### config.mk
export PLATFORM = sky130hd
export DESIGN_NAME = ddr_init_seq
export DESIGN_NICKNAME = d
export VERILOG_FILES = /design/src/rtl/ddr_init_pkg.sv /design/src/rtl/ddr_init_timer.sv /design/src/rtl/ddr_init_cmd.sv /design/src/rtl/ddr_init_refresh.sv /design/src/rtl/ddr_init_seq.sv
export SDC_FILE = /design/constraint.sdc
export NUM_CORES = 1
export LEC_CHECK = 0
export BUFFER_PORTS_ARGS = -buffer_cell sky130_fd_sc_hd__buf_4
export CAP_MARGIN = 10
export CORE_ASPECT_RATIO = 1.1
export CORE_MARGIN = 5
export CORE_UTILIZATION = 40
export CTS_BUF_LIST = sky130_fd_sc_hd__clkbuf_4 sky130_fd_sc_hd__clkbuf_8
export DETAILED_ROUTE_END_ITERATION = 7
export PLACE_DENSITY = 0.55
export REMOVE_ABC_BUFFERS = 1
export SKIP_CTS_REPAIR_TIMING = 1
export SLEW_MARGIN = 20
export SYNTH_ARGS = -nofsm -noshare
export SYNTH_HDL_FRONTEND = slang
export SYNTH_SLANG_ARGS = --single-unit
### constraint.sdc
create_clock -name clk -period 2.8 [get_ports clk]
set_input_delay 0.28 -clock clk [delete_from_list [all_inputs] [get_ports clk]]
set_output_delay 0.28 -clock clk [all_outputs]
set_load 0.02 [all_outputs]
### src/rtl/ddr_init_pkg.sv
`timescale 1ns/1ps
package ddr_init_pkg;

  localparam int ABUS_W = 16;
  typedef logic [ABUS_W-1:0] abus_t;

  typedef enum logic [3:0] {
    INS_PRE  = 4'b0010,
    INS_NOP  = 4'b0011,
    INS_EMRS = 4'b0100
  } instr_e;

  typedef struct packed {
    logic cs_n;
    logic ras_n;
    logic cas_n;
    logic we_n;
  } pins_t;

  localparam pins_t PIN_DESEL = pins_t'(4'b1111);
  localparam pins_t PIN_NOP   = pins_t'(4'b0111);
  localparam pins_t PIN_PRE   = pins_t'(4'b0010);
  localparam pins_t PIN_MRS   = pins_t'(4'b0000);

  localparam int BIT_AUTO_PRE = 10;
  localparam int BIT_ROW_TOP  = 12;
  localparam int AL_LO        = 3;
  localparam int AL_HI        = 5;

  // wait length in clocks for a duration in microseconds
  function automatic int unsigned us_to_cycles(int unsigned us, int unsigned mhz);
    return us * mhz;
  endfunction

  function automatic logic instr_known(logic [3:0] ins);
    return (ins == INS_PRE) || (ins == INS_NOP) || (ins == INS_EMRS);
  endfunction

  function automatic pins_t instr_pins(logic [3:0] ins);
    case (ins)
      INS_NOP:  return PIN_NOP;
      INS_PRE:  return PIN_PRE;
      INS_EMRS: return PIN_MRS;
      default:  return PIN_DESEL;
    endcase
  endfunction

  // extended mode value as driven: latency field cleared, top row bit cleared on small parts
  function automatic abus_t ext_mode_clean(abus_t raw, bit small_dev);
    abus_t v = raw;
    for (int i = AL_LO; i <= AL_HI; i++) v[i] = 1'b0;
    if (small_dev) v[BIT_ROW_TOP] = 1'b0;
    return v;
  endfunction

  function automatic abus_t instr_addr(logic [3:0] ins, abus_t mode, bit small_dev);
    abus_t v = '0;
    case (ins)
      INS_PRE:  v[BIT_AUTO_PRE] = 1'b1;
      INS_EMRS: v = ext_mode_clean(mode, small_dev);
      default:  v = '0;
    endcase
    return v;
  endfunction

endpackage

### src/rtl/ddr_init_timer.sv
`timescale 1ns/1ps
module ddr_init_timer #(
  parameter int unsigned PWR_CYC  = 40000,
  parameter int unsigned STEP_CYC = 425000,
  parameter int unsigned STEPS    = 16
) (
  input  logic clk,
  input  logic por_n,
  output logic pwr_done,
  output logic ready
);
  localparam int unsigned MAXC  = (PWR_CYC > STEP_CYC) ? PWR_CYC : STEP_CYC;
  localparam int          CNT_W = $clog2(MAXC + 1);
  localparam int          STP_W = (STEPS > 1) ? $clog2(STEPS) : 1;

  typedef enum logic [1:0] {PH_PWR, PH_CAL, PH_DONE} phase_e;

  phase_e             phase_q;
  logic [CNT_W-1:0]   cnt_q;
  logic [STP_W-1:0]   step_q;
  logic               cnt_end;
  logic               last_step;

  assign cnt_end   = (phase_q == PH_PWR) ? (cnt_q == CNT_W'(PWR_CYC - 1))
                                         : (cnt_q == CNT_W'(STEP_CYC - 1));
  assign last_step = (step_q == STP_W'(STEPS - 1));

  always_ff @(posedge clk or negedge por_n) begin
    if (!por_n) begin
      phase_q <= PH_PWR;
      cnt_q   <= '0;
      step_q  <= '0;
    end else begin
      case (phase_q)
        PH_PWR: begin
          if (cnt_end) begin
            phase_q <= PH_CAL;
            cnt_q   <= '0;
          end else cnt_q <= cnt_q + 1'b1;
        end
        PH_CAL: begin
          if (cnt_end) begin
            cnt_q <= '0;
            if (last_step) phase_q <= PH_DONE;
            else           step_q  <= step_q + 1'b1;
          end else cnt_q <= cnt_q + 1'b1;
        end
        default: phase_q <= PH_DONE;
      endcase
    end
  end

  assign pwr_done = (phase_q != PH_PWR);
  assign ready    = (phase_q == PH_DONE);

  AST_READY_HOLD: assert property (@(posedge clk) disable iff (!por_n)
    ready |=> ready);
  AST_CAL_AFTER_PWR: assert property (@(posedge clk) disable iff (!por_n)
    $rose(ready) |-> $past(pwr_done));
  AST_STEP_BOUND: assert property (@(posedge clk) disable iff (!por_n)
    step_q <= STP_W'(STEPS - 1));

endmodule

### src/rtl/ddr_init_cmd.sv
`timescale 1ns/1ps
module ddr_init_cmd
  import ddr_init_pkg::*;
#(
  parameter int ADDR_W    = 13,
  parameter bit SMALL_DEV = 1'b1
) (
  input  logic              clk,
  input  logic              por_n,
  input  logic              ready,
  input  logic              instr_we,
  input  logic [3:0]        instr,
  input  abus_t             mode_val,
  output pins_t             pins,
  output logic [1:0]        ba,
  output logic [ADDR_W-1:0] addr,
  output logic              cke,
  output logic              busy
);
  pins_t             pins_q;
  logic [1:0]        ba_q;
  logic [ADDR_W-1:0] addr_q;
  logic              cke_q;
  logic              accept;
  abus_t             next_addr;

  assign busy      = !pins_q.cs_n;
  assign accept    = instr_we && ready && !busy && instr_known(instr);
  assign next_addr = instr_addr(instr, mode_val, SMALL_DEV);

  always_ff @(posedge clk or negedge por_n) begin
    if (!por_n) begin
      pins_q <= PIN_DESEL;
      ba_q   <= '0;
      addr_q <= '0;
      cke_q  <= 1'b0;
    end else begin
      if (accept) begin
        pins_q <= instr_pins(instr);
        ba_q   <= (instr == INS_EMRS) ? 2'b01 : 2'b00;
        addr_q <= next_addr[ADDR_W-1:0];
        if (instr == INS_NOP) cke_q <= 1'b1;
      end else begin
        pins_q <= PIN_DESEL;
        ba_q   <= '0;
        addr_q <= '0;
      end
    end
  end

  assign pins = pins_q;
  assign ba   = ba_q;
  assign addr = addr_q;
  assign cke  = cke_q;

  AST_DESEL_AFTER_CMD: assert property (@(posedge clk) disable iff (!por_n)
    !pins_q.cs_n |=> pins_q == PIN_DESEL);
  AST_IDLE_QUIET: assert property (@(posedge clk) disable iff (!por_n)
    pins_q.cs_n |-> (ba_q == 2'b00) && (addr_q == '0));
  AST_NO_EARLY_CMD: assert property (@(posedge clk) disable iff (!por_n)
    !ready |=> pins_q.cs_n);
  AST_CKE_EARLY_LOW: assert property (@(posedge clk) disable iff (!por_n)
    !ready |-> !cke_q);
  AST_CKE_HOLD: assert property (@(posedge clk) disable iff (!por_n)
    cke_q |=> cke_q);
  AST_CKE_ON_NOP: assert property (@(posedge clk) disable iff (!por_n)
    $rose(cke_q) |-> pins_q == PIN_NOP);
  AST_PRE_FIELDS: assert property (@(posedge clk) disable iff (!por_n)
    (pins_q == PIN_PRE) |-> addr_q[BIT_AUTO_PRE] && (ba_q == 2'b00));
  AST_EMRS_FIELDS: assert property (@(posedge clk) disable iff (!por_n)
    (pins_q == PIN_MRS) |-> (ba_q == 2'b01) && (addr_q[AL_HI:AL_LO] == '0));

  generate
    if (SMALL_DEV && ADDR_W > BIT_ROW_TOP) begin : g_top_row
      AST_TOP_ROW_LOW: assert property (@(posedge clk) disable iff (!por_n)
        !pins_q.cs_n |-> !addr_q[BIT_ROW_TOP]);
    end
  endgenerate

endmodule

### src/rtl/ddr_init_refresh.sv
`timescale 1ns/1ps
module ddr_init_refresh #(
  parameter int RATE_W = 8
) (
  input  logic              clk,
  input  logic              por_n,
  input  logic              enable,
  input  logic [RATE_W-1:0] rate,
  output logic              req
);
  logic [RATE_W-1:0] cnt_q;
  logic              req_q;
  logic              running;

  assign running = enable && (rate != '0);

  always_ff @(posedge clk or negedge por_n) begin
    if (!por_n) begin
      cnt_q <= '0;
      req_q <= 1'b0;
    end else if (!running) begin
      cnt_q <= '0;
      req_q <= 1'b0;
    end else if (cnt_q >= rate - RATE_W'(1)) begin
      cnt_q <= '0;
      req_q <= 1'b1;
    end else begin
      cnt_q <= cnt_q + 1'b1;
      req_q <= 1'b0;
    end
  end

  assign req = req_q;

  AST_REF_OFF: assert property (@(posedge clk) disable iff (!por_n)
    (rate == '0) |=> !req_q);
  AST_REF_GATED: assert property (@(posedge clk) disable iff (!por_n)
    !enable |=> !req_q);
  AST_REF_SINGLE: assert property (@(posedge clk) disable iff (!por_n)
    (req_q && rate != RATE_W'(1)) |=> !req_q);

endmodule

### src/rtl/ddr_init_seq.sv
`timescale 1ns/1ps
module ddr_init_seq
  import ddr_init_pkg::*;
#(
  parameter int unsigned CLK_MHZ   = 200,
  parameter int unsigned PWR_US    = 200,
  parameter int unsigned CAL_US    = 34000,
  parameter int unsigned CAL_STEPS = 16,
  parameter int          ADDR_W    = 13,
  parameter bit          SMALL_DEV = 1'b1,
  parameter int          RATE_W    = 8
) (
  input  logic              clk,
  input  logic              por_n,
  input  logic              wr_en,
  input  logic [1:0]        wr_addr,
  input  logic [15:0]       wr_data,
  output logic              ddr_cs_n,
  output logic              ddr_ras_n,
  output logic              ddr_cas_n,
  output logic              ddr_we_n,
  output logic [1:0]        ddr_ba,
  output logic [ADDR_W-1:0] ddr_addr,
  output logic              ddr_cke,
  output logic              dq_hiz,
  output logic              ready,
  output logic              busy,
  output logic              refresh_req
);
  localparam int unsigned PWR_CYC  = us_to_cycles(PWR_US, CLK_MHZ);
  localparam int unsigned STEP_CYC = us_to_cycles(CAL_US, CLK_MHZ) / CAL_STEPS;

  localparam logic [1:0] REG_INSTR = 2'd0;
  localparam logic [1:0] REG_MODE  = 2'd1;
  localparam logic [1:0] REG_RATE  = 2'd2;

  logic              pwr_done;
  logic              ready_w;
  abus_t             mode_q;
  logic [RATE_W-1:0] rate_q;
  logic              reg_wr;
  pins_t             pins_w;

  ddr_init_timer #(
    .PWR_CYC (PWR_CYC),
    .STEP_CYC(STEP_CYC),
    .STEPS   (CAL_STEPS)
  ) u_timer (
    .clk     (clk),
    .por_n   (por_n),
    .pwr_done(pwr_done),
    .ready   (ready_w)
  );

  assign reg_wr = wr_en && ready_w;

  always_ff @(posedge clk or negedge por_n) begin
    if (!por_n) begin
      mode_q <= '0;
      rate_q <= '0;
    end else if (reg_wr) begin
      if (wr_addr == REG_MODE) mode_q <= wr_data;
      if (wr_addr == REG_RATE) rate_q <= wr_data[RATE_W-1:0];
    end
  end

  ddr_init_cmd #(
    .ADDR_W   (ADDR_W),
    .SMALL_DEV(SMALL_DEV)
  ) u_cmd (
    .clk     (clk),
    .por_n   (por_n),
    .ready   (ready_w),
    .instr_we(wr_en && (wr_addr == REG_INSTR)),
    .instr   (wr_data[3:0]),
    .mode_val(mode_q),
    .pins    (pins_w),
    .ba      (ddr_ba),
    .addr    (ddr_addr),
    .cke     (ddr_cke),
    .busy    (busy)
  );

  ddr_init_refresh #(
    .RATE_W(RATE_W)
  ) u_refresh (
    .clk   (clk),
    .por_n (por_n),
    .enable(ready_w),
    .rate  (rate_q),
    .req   (refresh_req)
  );

  assign ddr_cs_n  = pins_w.cs_n;
  assign ddr_ras_n = pins_w.ras_n;
  assign ddr_cas_n = pins_w.cas_n;
  assign ddr_we_n  = pins_w.we_n;
  assign dq_hiz    = !ready_w;
  assign ready     = ready_w;

  AST_REGS_FROZEN: assert property (@(posedge clk) disable iff (!por_n)
    !ready_w |=> (mode_q == '0) && (rate_q == '0));

endmodule

Word-level counts from Yosys, hierarchy flattened --
Cells that the tools add are included.
Storage, ports and cells: input port bits 21, bits in registers 74
Cells by class: magnitude comparators 1, bitwise gates (word level) 1, reduce and logical (&&, ||, !) cells 19, add/sub/neg operators 4, equal/unequal tests 13, mux-type cells 18
Operators by type and width (number):
- $add 19x1->19 const B | 1
- $eq 19x16->1 const B | 1
- $eq 19x19->1 const B | 1
- $mux 19 | 1
- $mux 8 | 2
- $mux 13 | 1
- $pmux 4 s3 | 1
- $mux 10 | 1
- $add 8x1->8 const B | 1
- $eq 4x2->1 const B | 2
- $ge 8x8->1 | 1
- $mux 2 | 4
- $reduce_bool 8->1 | 1
- $sub 8x1->8 const B | 1
- $logic_and 1x1->1 | 6
- $ne 2x1->1 const B | 3
- $reduce_and 2->1 | 3
- $reduce_and 3->1 | 2
- $mux 1 | 5
- $add 4x1->4 const B | 1
- $eq 2x1->1 const B | 2
- $eq 2x2->1 const B | 2
- $eq 4x3->1 const B | 1
- $eq 4x4->1 const B | 1
- 8 further kinds | 11

Logic depth before layout (Yosys ltp) --
word-level depth 6, gate-level depth with buffers 10, depth with buffers taken out 10

By module --
Synthesis repeated with hierarchy kept, for this count alone.
Unflattened totals: cell total of the unflattened synthesis 310, area, all modules 3724.8 µm²
Modules (own cells, without submodules):
- ddr_init_timer | cells each 131, area an instance 1338.8 µm², seq. area each 625.6 µm², times used 1
- ddr_init_seq | cells each 53, area an instance 969.7 µm², seq. area each 600.6 µm², times used 1
- ddr_init_refresh | cells each 72, area an instance 723.2 µm², seq. area each 225.2 µm², times used 1
- ddr_init_cmd | cells each 54, area an instance 693.2 µm², seq. area each 354.1 µm², times used 1

Least setup slack after synthesis --
No wires, ideal clock.
kind register to register, start point reg rate_q[3], end point reg u_refresh.cnt_q[2], setup time 0.128 ns, stages on the path, launching flop included 11, clock period less this slack 2.123 ns, path buffers 0, arrival time 1.995 ns, path slack 0.677 ns, cells stage by stage dfrtp_1 -> nor4_1 -> nor2b_1 -> nand2_1 -> xor2_1 -> ha_1 -> nand2_1 -> nor4_1 -> a21oi_1 -> nand3_1 -> nor2_1
On the way: longest elaborated chain between the ends 4
RTL lines:
- start, declared | RTL line ddr_init_seq.sv:40 | logic [RATE_W-1:0] rate_q;
- start signal, assigned | RTL line ddr_init_seq.sv:63 | if (wr_addr == REG_RATE) rate_q <= wr_data[RATE_W-1:0];
- $sub 8x1->8 | RTL line ddr_init_refresh.sv:24 | end else if (cnt_q >= rate - RATE_W'(1)) begin
- $ge 8x8->1 | RTL line ddr_init_refresh.sv:24
- $mux 8 | RTL line ddr_init_refresh.sv:24
- $mux 8 * | RTL line ddr_init_refresh.sv:21 | end else if (!running) begin
- end signal, assigned | RTL line ddr_init_refresh.sv:28 | cnt_q <= cnt_q + 1'b1;
- end, declared | RTL line ddr_init_refresh.sv:11 | logic [RATE_W-1:0] cnt_q;
Every way passes the cells marked *; elsewhere a longest branch is shown, timed or not. A chain may end at the register's enable or synchronous reset.

Worst setup path in the final report --
start point reg rate_q[3], end point reg u_refresh.cnt_q[5]
The elaborated chain is that of the path after synthesis.

==> impl_metrics.env <==
export IMPL_dominantRegCellSynth="dfrtp_1"
export IMPL_cpLargestDelayFamily="simple AND/OR/NAND/NOR gates"
export IMPL_cts_htree_levels=3
export IMPL_drc=0
export IMPL_clockRootBuffer="clkbuf_8"
export IMPL_fin_total_pwr_uw=1879
export IMPL_antenna_found_initial=0
export IMPL_io_pins=45
export IMPL_start_kind="register"
export IMPL_period_share_pct=89.23
export IMPL_yosysSeqAreaShare_pct=52.46
export IMPL_grt_overflow_total=0
export IMPL_arrival_ns=2.76
export IMPL_skew_ns=0.01222
export IMPL_hold_class="in2async"
export IMPL_layout_commonest_cell="dfrtp_1"
export IMPL_cts_tree="done"
export IMPL_switching_share_pct=21.16
export IMPL_syn_area_um2=3108
export IMPL_required_ns=3.06
export IMPL_worst_slew_pin_transition_ns=0.8085
export IMPL_rsz0062_at_grt="no"
export IMPL_grt_pass1_vias=2105
export IMPL_die_w_um=94.05
export IMPL_relSlewSlack_pct=46.10
export IMPL_use_met3_pct=2.725
export IMPL_setup_viol=0
export IMPL_p_switching_uw=397.6
export IMPL_worstPathCellList="nor4_1, nor2b_1, nand2_1, xor2_1, ha_1, a21oi_1, o21ai_0, a21oi_1, nand3_1, nor2_1"
export IMPL_drive_gt1_share_pct=24.15
export IMPL_detail_route_antenna_nets=0
export IMPL_ir_drop_uv=259.3
export IMPL_final_cell_mix="62 x dfrtp_1, 37 x buf_4, 30 x nor2_1"
export IMPL_synth_seq_cells=65
export IMPL_multi_input_area_um2=1375
export IMPL_max_stage_delay_ns=0.42
export IMPL_syn_to_final_growth_pct=18.28
export IMPL_fin_crit_ns=2.498
export IMPL_endpoint_kind="register"
export IMPL_grt_usage_pct=13.05
export IMPL_io_buffers=35
export IMPL_gr_max_usage_layer="met2"
export IMPL_wl_per_cell_um=13.29
export IMPL_path_class="reg2reg"
export IMPL_layout_nets=352
export IMPL_gp_congestion=0.7737
export IMPL_netlist_instances=278
export IMPL_synth_avg_cell_area_um2=11.18
export IMPL_cts_sinks=65
export IMPL_worstPathMaxFanout=8
export IMPL_clk_latency_ns=0.34
export IMPL_fp_dieH_um=102.5
export IMPL_postSynth_asyncResetShare_pct=100.0
export IMPL_clkPwrFrac_pct=47.6
export IMPL_fillers=701
export IMPL_synth_cell_types=43
export IMPL_yosysWarnings=0
export IMPL_setup_tns_final_ns=0
export IMPL_outcome="complete, no violations"
export IMPL_worst_path_buf_inv=0
export IMPL_p_int_uw=1481
export IMPL_dieArea_um2=9635
export IMPL_first_pass_iters=4
export IMPL_power_density_nw_per_um2=511.1
export IMPL_comb_power_share_pct=2.5
export IMPL_hold_viol=0
export IMPL_slew_viol_final=0
export IMPL_cts_made_buffers=9
export IMPL_layout_cells_non_filler=428
export IMPL_initial_core_util_pct=41.36
export IMPL_drv_cap=0
export IMPL_row_count=33
export IMPL_dp_hpwl_um=4029
export IMPL_grt_max_degree=66
export IMPL_cts_max_path_buffers=2
export IMPL_drt_wl_total_um=5687
export IMPL_synth_edff_count=0
export IMPL_grt_pass1_wl_um=9825
export IMPL_p_leak_uw=0.001786
export IMPL_cts_reportedPaths_clkPinSlew_ns=0.07
export IMPL_seq_area_um2=1630
export IMPL_cpMaxStageDelayCell="dfrtp_1"
export IMPL_pwr_share_seq_pct=50.0
export IMPL_dp_cells=412
export IMPL_vias_per_cell=4.811
export IMPL_grt_met2_usage_pct=21.30
export IMPL_use_met1_pct=16.27
export IMPL_drt_iter0_drc=57
export IMPL_timing_hold_ws_ns=0.02051
export IMPL_dr_total_vias=2059
export IMPL_core_area_um2=7515
export IMPL_num_antenna_cells=0
export IMPL_fmax_ghz=0.4003
export IMPL_worst_path_most_repeated_cell="a21oi_1"
## per-stage QoR
| step | setup WS [ns] | instance area (um^2) | utilization (%) |
|---|---|---|---|
| finish | 0.3016 | 3676 | 48.92 |
| CTS | 0.2975 | 3676 | 48.92 |
| floorplan | 0.4207 | 3040 | - |
| detailed placement | 0.3356 | 3450 | 45.90 |
| global placement | 0.3776 | 3450 | 45.90 |
| global route | 0.06758 | 3676 | 48.92 |
## final timing paths
kind / from / endpoint / slack (ns) / depth (start not counted)
worst max-delay path: rate_q[3] / u_refresh.cnt_q[5] / 0.30 / 10
worst min-delay path: por_n / u_refresh.cnt_q[2] / 0.02 / 1
worst max register to register: rate_q[3] / u_refresh.cnt_q[5] / 0.30 / 10
worst min register to register: u_cmd.cke / u_cmd.cke / 0.48 / 1
max in group asynchronous: por_n / u_cmd.cke / 2.24 / 1
min in group clk: wr_data[10] / mode_q[10] / 0.17 / 2
## area by class of cell
class	instances	share of cell area [%]
clock buffers	10	3.744
clock inverters	6	2.417
inverters	9	0.9530
multi-input cells	196	37.41
flip-flops and latches	65	44.35
well taps	105	3.574
repair buffers	37	7.556
## power by group through the flow
stage | Sequential, uW | Clock (uW) | Combinational, uW
floorplan | 957 | 0 | 8.14
global placement | 957 | 0 | 48.7
detailed placement | 957 | 0 | 49.0
CTS | 938 | 929 | 49.2
global route | 938 | 961 | 54.0
finish | 939 | 893 | 46.7
## cell usage after synthesis (2+ instances only)
library cell | number | share of area, %
dfrtp_1 | 62 | 50
mux2_2 | 16 | 5.8
nand3b_1 | 2 | 0.48
nor4_1 | 4 | 0.81
a21o_1 | 3 | 0.72
nor3_1 | 4 | 0.64
nand2_1 | 19 | 2.3
and3_1 | 4 | 0.81
buf_6 | 2 | 0.72
buf_4 | 6 | 1.4
nor2_1 | 30 | 3.6
dfstp_2 | 3 | 2.5
clkbuf_1 | 4 | 0.48
and2_1 | 8 | 1.6
o21ai_0 | 5 | 0.81
a21oi_1 | 6 | 0.97
ha_1 | 13 | 5.2
xor2_1 | 20 | 5.6
nand4_1 | 7 | 1.4
nand3_1 | 14 | 2.3
xnor2_1 | 11 | 3.1
inv_1 | 8 | 0.97
nand2b_1 | 6 | 1.2
a22o_1 | 2 | 0.56
## cells by family after synthesis
group	after synthesis	share of synthesized area (%)
compound gates	20	4.308
xor+xnor	31	8.736
fa+ha+maj	13	5.234
buf+inv	21	3.784
flops	65	52.46
mux	16	5.797
other cells	1	0.1207
simple gates	111	19.57
## flip-flops by register name, summed over array words and instances (netlist names)
name	cells
rate_q	8
u_cmd.cke	1
u_timer.phase_q	2
u_refresh.req	1
u_cmd.addr	9
u_timer.step_q	4
u_cmd.pins	3
u_timer.cnt_q	19
mode_q	9
u_refresh.cnt_q	8
u_cmd.ba	1
## worst register-to-register path: cells and delay by family (launching register included)
kind | cells | cell delay [ns]
adders and majority gates | 1 | 0.29
AOI/OAI and AO/OA | 3 | 0.39
and+or+nand+nor | 5 | 1.18
DFF | 1 | 0.42
xor gates and xnor gates | 1 | 0.15
## per-layer routing
metal	wire length, um	vias to the layer above
li1	-	1019
met1	2486	997
met2	2865	32
met3	224	11
met4	110	0
met5	0	-
(Power assumes the default switching activity.)
